==> config.mk <==
export PLATFORM = sky130hd
export DESIGN_NAME = cic_decim
export DESIGN_NICKNAME = d
export VERILOG_FILES = /design/src/rtl/cic_pkg.sv /design/src/rtl/cic_integ_chain.sv /design/src/rtl/cic_rate_ctr.sv /design/src/rtl/cic_comb_chain.sv /design/src/rtl/cic_decim.sv
export SDC_FILE = /design/constraint.sdc
export NUM_CORES = 1
export LEC_CHECK = 0
export CAP_MARGIN = 15
export CORE_MARGIN = 2
export CORE_UTILIZATION = 50
export CTS_CLUSTER_SIZE = 8
export DETAILED_ROUTE_END_ITERATION = 16
export GPL_TIMING_DRIVEN = 0
export PLACE_DENSITY_LB_ADDON = 0.08
export SYNTH_ARGS = -nofsm -noshare
export SYNTH_HDL_FRONTEND = slang
export SYNTH_SLANG_ARGS = --single-unit
==> constraint.sdc <==
create_clock -name clk -period 8.1 [get_ports clk]
set_clock_uncertainty 0.05 [all_clocks]
set_input_delay 1.215 -clock clk [delete_from_list [all_inputs] [get_ports clk]]
set_output_delay 1.215 -clock clk [all_outputs]
set_load 0.005 [all_outputs]
==> src/rtl/cic_pkg.sv <==
package cic_pkg;
  // Bits needed for a DC gain of (rate*ddly)^stages.
  function automatic int growth_bits(input int stages, input int rate, input int ddly);
    longint prod;
    prod = 1;
    for (int i = 0; i < stages; i++) prod = prod * longint'(rate * ddly);
    return $clog2(prod);
  endfunction
endpackage

==> src/rtl/cic_integ_chain.sv <==
module cic_integ_chain #(
  parameter int W = 27,
  parameter int N = 5
) (
  input  logic                clk,
  input  logic                rst,
  input  logic                en,
  input  logic signed [W-1:0] din,
  output logic signed [W-1:0] dout
);
  logic signed [W-1:0] acc [N];

  // Each stage adds the previous stage's register; wrap is intended.
  for (genvar k = 0; k < N; k++) begin : g_stage
    logic signed [W-1:0] feed;
    if (k == 0) begin : g_first
      assign feed = din;
    end else begin : g_next
      assign feed = acc[k-1];
    end
    always_ff @(posedge clk) begin
      if (rst) acc[k] <= '0;
      else if (en) acc[k] <= acc[k] + feed;
    end
  end

  assign dout = acc[N-1];
endmodule

==> src/rtl/cic_rate_ctr.sv <==
module cic_rate_ctr #(
  parameter int RATE = 8
) (
  input  logic clk,
  input  logic rst,
  input  logic en,
  output logic fire
);
  localparam int CW = (RATE > 1) ? $clog2(RATE) : 1;

  if (RATE == 1) begin : g_unit
    assign fire = en;
  end else begin : g_count
    logic [CW-1:0] cnt;
    logic          at_end;
    assign at_end = (cnt == CW'(RATE - 1));
    assign fire   = en && at_end;
    always_ff @(posedge clk) begin
      if (rst) cnt <= '0;
      else if (en) cnt <= at_end ? '0 : cnt + 1'b1;
    end
  end
endmodule

==> src/rtl/cic_comb_chain.sv <==
module cic_comb_chain #(
  parameter int W   = 27,
  parameter int N   = 5,
  parameter int DLY = 1
) (
  input  logic                clk,
  input  logic                rst,
  input  logic                en,
  input  logic signed [W-1:0] din,
  output logic signed [W-1:0] dout
);
  logic signed [W-1:0] diff_q [N];

  for (genvar k = 0; k < N; k++) begin : g_stage
    logic signed [W-1:0] u;
    logic signed [W-1:0] hist [DLY];
    if (k == 0) begin : g_first
      assign u = din;
    end else begin : g_next
      assign u = diff_q[k-1];
    end
    always_ff @(posedge clk) begin
      if (rst) begin
        diff_q[k] <= '0;
        for (int j = 0; j < DLY; j++) hist[j] <= '0;
      end else if (en) begin
        // Difference against the input seen DLY strobes ago.
        diff_q[k] <= u - hist[DLY-1];
        hist[0]   <= u;
        for (int j = 1; j < DLY; j++) hist[j] <= hist[j-1];
      end
    end
  end

  assign dout = diff_q[N-1];
endmodule

==> src/rtl/cic_decim.sv <==
module cic_decim #(
  parameter int IN_W      = 12,
  parameter int STAGES    = 5,
  parameter int RATE      = 8,
  parameter int DIFF_DLY  = 1,
  parameter bit NORMALIZE = 1'b1,
  localparam int GROWTH   = cic_pkg::growth_bits(STAGES, RATE, DIFF_DLY),
  localparam int ACC_W    = IN_W + GROWTH,
  localparam int OUT_W    = NORMALIZE ? IN_W : ACC_W
) (
  input  logic                    clk,
  input  logic                    rst,
  input  logic                    in_valid,
  input  logic signed [IN_W-1:0]  in_data,
  output logic                    out_valid,
  output logic signed [OUT_W-1:0] out_data
);
  logic signed [ACC_W-1:0] din_ext;
  logic signed [ACC_W-1:0] integ_out;
  logic signed [ACC_W-1:0] comb_out;
  logic signed [OUT_W-1:0] result;
  logic                    fire;

  assign din_ext = {{(ACC_W-IN_W){in_data[IN_W-1]}}, in_data};

  cic_integ_chain #(.W(ACC_W), .N(STAGES)) u_integ (
    .clk(clk), .rst(rst), .en(in_valid), .din(din_ext), .dout(integ_out)
  );

  cic_rate_ctr #(.RATE(RATE)) u_ctr (
    .clk(clk), .rst(rst), .en(in_valid), .fire(fire)
  );

  cic_comb_chain #(.W(ACC_W), .N(STAGES), .DLY(DIFF_DLY)) u_comb (
    .clk(clk), .rst(rst), .en(fire), .din(integ_out), .dout(comb_out)
  );

  if (NORMALIZE) begin : g_norm
    logic signed [ACC_W-1:0] scaled;
    assign scaled = comb_out >>> GROWTH;
    assign result = scaled[OUT_W-1:0];
  end else begin : g_full
    assign result = comb_out;
  end

  always_ff @(posedge clk) begin
    if (rst) begin
      out_valid <= 1'b0;
      out_data  <= '0;
    end else begin
      out_valid <= fire;
      if (fire) out_data <= result;
    end
  end
endmodule

==> Word level (Yosys, flattened, before mapping) <==
Memory sizes are Yosys's and may differ from the RTL's. A register that Yosys moved wholly into a read port is not among the register bits.
Cells that the tools add are included.
{ "word_totals": {"n_memories": 7, "latchBits": 0, "word_cells": 66, "mem_bits_rw": 405, "out_inout_bits": 13, "register_bits": 4, "romBits": 0} }
{ "classes": {"magnitude_cmp": 0, "n_div": 0, "n_reduce_logical": 6, "bitwise": 10, "n_shift": 0, "addsub": 11, "n_mux": 29, "n_eq_ne": 1, "mul": 0} }
{ "memory_table": {"columns": ["name", "depth", "word_bits", "rd", "rd_ports_with_merged_regs", "write_ports", "line", "source"], "rows": [
  ["u_comb.diff_q", 5, 27, 5, 1, 5, "cic_comb_chain.sv:12", "logic signed [W-1:0] diff_q [N];"],
  ["u_integ.acc", 5, 27, 5, 0, 5, "cic_integ_chain.sv:11", "logic signed [W-1:0] acc [N];"],
  ["u_comb.g_stage[0].hist", 1, 27, 1, 0, 1, "cic_comb_chain.sv:16", "logic signed [W-1:0] hist [DLY];"],
  ["u_comb.g_stage[1].hist", 1, 27, 1, 0, 1, "cic_comb_chain.sv:16", null],
  ["u_comb.g_stage[2].hist", 1, 27, 1, 0, 1, "cic_comb_chain.sv:16", null],
  ["u_comb.g_stage[3].hist", 1, 27, 1, 0, 1, "cic_comb_chain.sv:16", null],
  ["1 more memories", null, null, null, null, null, null, null]
]} }
{ "op_table": {"columns": ["op", "n"], "rows": [
  ["$mux W27", 15],
  ["$reduce_or A27 Y1", 5],
  ["$sub A27 B27 Y27", 5],
  ["$add A27 B27 Y27", 4],
  ["$add A27 B12 Y27", 1],
  ["$mux W1", 13],
  ["$or A1 B1 Y1", 10],
  ["$add A3 B1 Y3 const B", 1],
  ["$eq A3 B3 Y1 const B", 1],
  ["$mux W3", 1],
  ["$logic_and A1 B1 Y1", 1]
]} }

==> Depth between registers and ports, before layout <==
{ "logic_depth": {"ltp_word": 7, "mapped_depth": 12, "mapped_depth_nobuf": 12} }

==> By module <==
From an unflattened synthesis, not the netlist that was laid out.
{ "unflattened": {"hier_cells": 2958, "hier_area_um2": 28945.3} }
{ "by_module_without_submodules": {"columns": ["module", "instances", "seq_area_each_um2", "area_each_um2", "cells_per_inst"], "rows": [
  ["cic_comb_chain", 1, 8107.8, 17045.1, 1671],
  ["cic_integ_chain", 1, 4053.9, 11284.6, 1232],
  ["cic_decim", 1, 260.2, 467.9, 41],
  ["cic_rate_ctr", 1, 60.1, 147.6, 14]
]} }

==> Worst setup path after synthesis <==
OpenSTA, ideal clock, no wires.
{ "synth_timing": {"path_type": "input-to-reg", "startpoint": "input in_valid", "endpoint": "memory u_comb.diff_q[0][0], enable pin", "n_path_buf": 2, "slack_ps": 705, "arrival_ps": 6741, "required_ps": 7445, "path_stages": 4, "path_cell_list": "clkbuf_1 a21oi_1 clkbuf_1 inv_1"} }
{ "synth_lines": {"columns": ["item", "line", "source"], "rows": [
  ["start: declaration", "cic_decim.sv:13", "input logic in_valid,"],
  ["end: declaration", "cic_comb_chain.sv:12", null]
]} }

==> out/metrics.cfg <==
[power_and_ir_drop]
p_sw_uw=1830
p_comb_frac=0.226
sequentialPowerShare=0.416
pwr-share-clk=0.358
p_total_uw=6140
internal_power_uw=4310
peakVddDrop_mv=0.173
p_leak_uw=0.0133
p_per_area_nw_per_um2=203
swShare=0.298

[cells_and_area]
post-route-cell-area_um2=30300
syn_to_final_growth_pct=10.4
antenna_cells=0
nets=3127
final_core_util=0.560
drive_gt1_frac=0.0335
instances_no_fill=3560

[worst_setup_path]
cp_data_arrival_time_ns=4.74
critical_path.max_stage_delay_ns=0.97
cp_cell_sequence=clkdlybuf4s50_1, nand2b_1, clkbuf_1, clkbuf_1, clkbuf_1, buf_1, nor2_1
cp.required_ns=8.37
critPathLaunch=rst
critPathKind=in -> reg
path_buf_inv=5
path_max_fanout=10
critPathTopFamily=buffers and inverters
rrSetupSlack_ns=4.29
critPathLaunchType=primary input
crit_end=u_integ.acc[1][18]
reg2reg_depth=8
path_common_cell=clkbuf_1
end_kind=register
timing.rr.end=u_comb.g_stage[0].hist[0][4]
path_depth=7
r2r-start=u_ctr.g_count.cnt[0]
crit_slowest_cell=clkbuf_1

[clock_tree]
cts.sinks=406
cts_resized=0
cts_made_buffers=57
path_clk_slew_ns=0.05
cts_hold_buf=0
clockBufferDepth=3
worstSkewPairLatency_ns=0.62
postCtsSetupRepairBufs=0
cts_max_level=2
cts_tree=built
clockRootBuffer=clkbuf_16

[sta]
rsz0062_at_grt=false
maxSlewViolCount=0
finalHoldViolCount=0
max_slew_margin=0.151
tightest_slew_ns=1.27
setup_slack_ns=3.63
max_freq_mhz=224
setup_viol=0
period_needed_ns=4.47
timing.final.crit_share=0.552

[yosys]
synth_area_leaders=edfxtp_1 (43%), ha_1 (12%), a21o_1 (3.9%)
yosysUniqueCellTypes=73
seq_area_frac_synth=0.439
ys.flop_type=edfxtp_1
ys_seq_elements=406
synth_top_area_share=0.427
syn_nets=3038
syn_avg_cell_area_um2=9.96
yosysTopAreaCell=edfxtp_1
synth.yosys.warnings=0
synth_area_um2=27400
ys_async_sr_fraction=0
synthCells=2753
synth_edf_count=390

[route]
routed_wl_um=67600
drt_iter0_drc=1325
num_vias=20911
route.detailed.drc=0
post_drt_via_cell_ratio=5.87
drtAntennaViolNets=0
wl_per_cell_um=19.0
dr.pass1.iters=5

[min_path]
hold_depth=1
hp-class=reg -> reg

[outcome]
status=finished, final reports clean

[floorplan]
die_y_um=238
initial_core_util=0.508
die_area_um2=56700
io_pins=28
core_area_um2=54000
die_x_um=238
rows=85

[global_route]
grt-ovfl-total=0
antenna_found_initial=0
track_usage=0.239
grt_pass1_vias=20504
grt_max_degree=119
grt_pass1_wl_um=108000

[place]
gp_congestion=0.907
portBuffers=26
dp_hpwl_um=50200
pre_cts_slack_ns=3.12
placed_area_um2=28700
place_inst=3479

[flow_run]
cap_violations=0

-- per-stage QoR --
step | hold slack [ns] | TNS, ns
finish | 0.408 | 0
global route | 0.422 | 0
CTS | 0.410 | 0
detailed placement | 0.399 | 0
global placement | 0.390 | -463.39
floorplan | 0.386 | 0
-- worst min-delay path by stage --
stage	startpoint	to	slack, ns
after global placement	u_comb.diff_q[4][17]	out_data[2]	0.39
final	u_comb.diff_q[4][25]	out_data[10]	0.41
after detailed placement	u_comb.diff_q[4][23]	out_data[8]	0.40
after global routing	u_comb.diff_q[4][20]	out_data[5]	0.42
after CTS	u_comb.diff_q[4][25]	out_data[10]	0.41
after floorplan	u_comb.diff_q[4][15]	out_data[0]	0.39
-- state kept, by name, summed over array words and instances (netlist names) --
name	cells
u_comb.diff_q	120
out_valid	1
u_ctr.g_count.cnt	3
u_integ.acc	135
u_comb.g_stage.hist	135
out_data	12
-- power by group through the flow --
stage / combinational (µW) / sequential [µW] / clock, µW
global route: 1550 / 2570 / 2330
finish: 1390 / 2560 / 2200
detailed placement: 1360 / 2600 / 0
floorplan: 1080 / 2560 / 0
CTS: 1370 / 2560 / 2250
global placement: 1330 / 2620 / 0
-- worst register-to-register path, cell delays in order, from the launching register on --
cell	delay [ns]
dfxtp_1	0.36
ha_1	0.17
ha_1	0.17
clkbuf_1	0.58
a21oi_1	0.32
clkbuf_1	0.38
inv_8	0.43
buf_16	0.36
buf_16	0.45
-- synthesized netlist by cell type, types with 14 or more instances --
cell      instances
nand3_1          45
o211ai_1         17
inv_1           206
ha_1            261
nor3_1           62
o21ai_0         118
o31ai_1          21
a31oi_1          28
mux2i_1          31
edfxtp_1        390
nor2b_1          31
xnor2_1          92
nand4_1          42
xor2_1           60
a21o_1          141
dfxtp_1          16
clkbuf_1         87
o21bai_1         28
a21oi_1         195
a211oi_1         34
nand2_1         137
a22o_1           14
o21a_1           38
nand2b_1         40
and2_1           20
nor2_1          258
and3_1          158
-- kinds of logic after synthesis --
logic type | Yosys count | synth area share
multiplexers | 31 | 0.0113
AO/OA/AOI/OAI | 727 | 0.176
XOR/XNOR | 152 | 0.0485
buffers and inverters | 303 | 0.0415
AND/OR/NAND/NOR | 864 | 0.159
flip-flops | 406 | 0.439
adder cells (fa/ha/maj) | 270 | 0.126
-- layout by cell type (no fill, tap or decap), types with 31 or more instances in the layout --
cell	count
nor2b_1	31
ha_1	261
a211oi_1	34
inv_1	205
xnor2_1	92
nor3_1	62
o21ai_0	118
clkbuf_16	58
o21a_1	38
a21oi_1	195
edfxtp_1	390
nor2_1	258
xor2_1	60
nand2_1	137
nand4_1	42
nand3_1	45
clkbuf_1	105
and3_1	158
a21o_1	141
nand2b_1	40
mux2i_1	31
-- per-layer routing --
metal | track usage | wire length (µm) | up-vias
met1 | 0.309 | 30100 | 9980
met4 | 0.0765 | 2140 | 0
met3 | 0.0371 | 2830 | 117
li1 | - | - | 10398
met5 | 0 | 0 | -
met2 | 0.412 | 32500 | 416
-- layout make-up --
class,instances,area [µm²]
repair buffers,30,370
well taps,696,871
multi-input cells,2044,14300
inverters,206,781
plain buffers,97,364
clock inverters,4,67.6
clock buffers,77,1530
fillers,4772,23700
flip-flops and latches,406,12000
(Power assumes the default switching activity.)
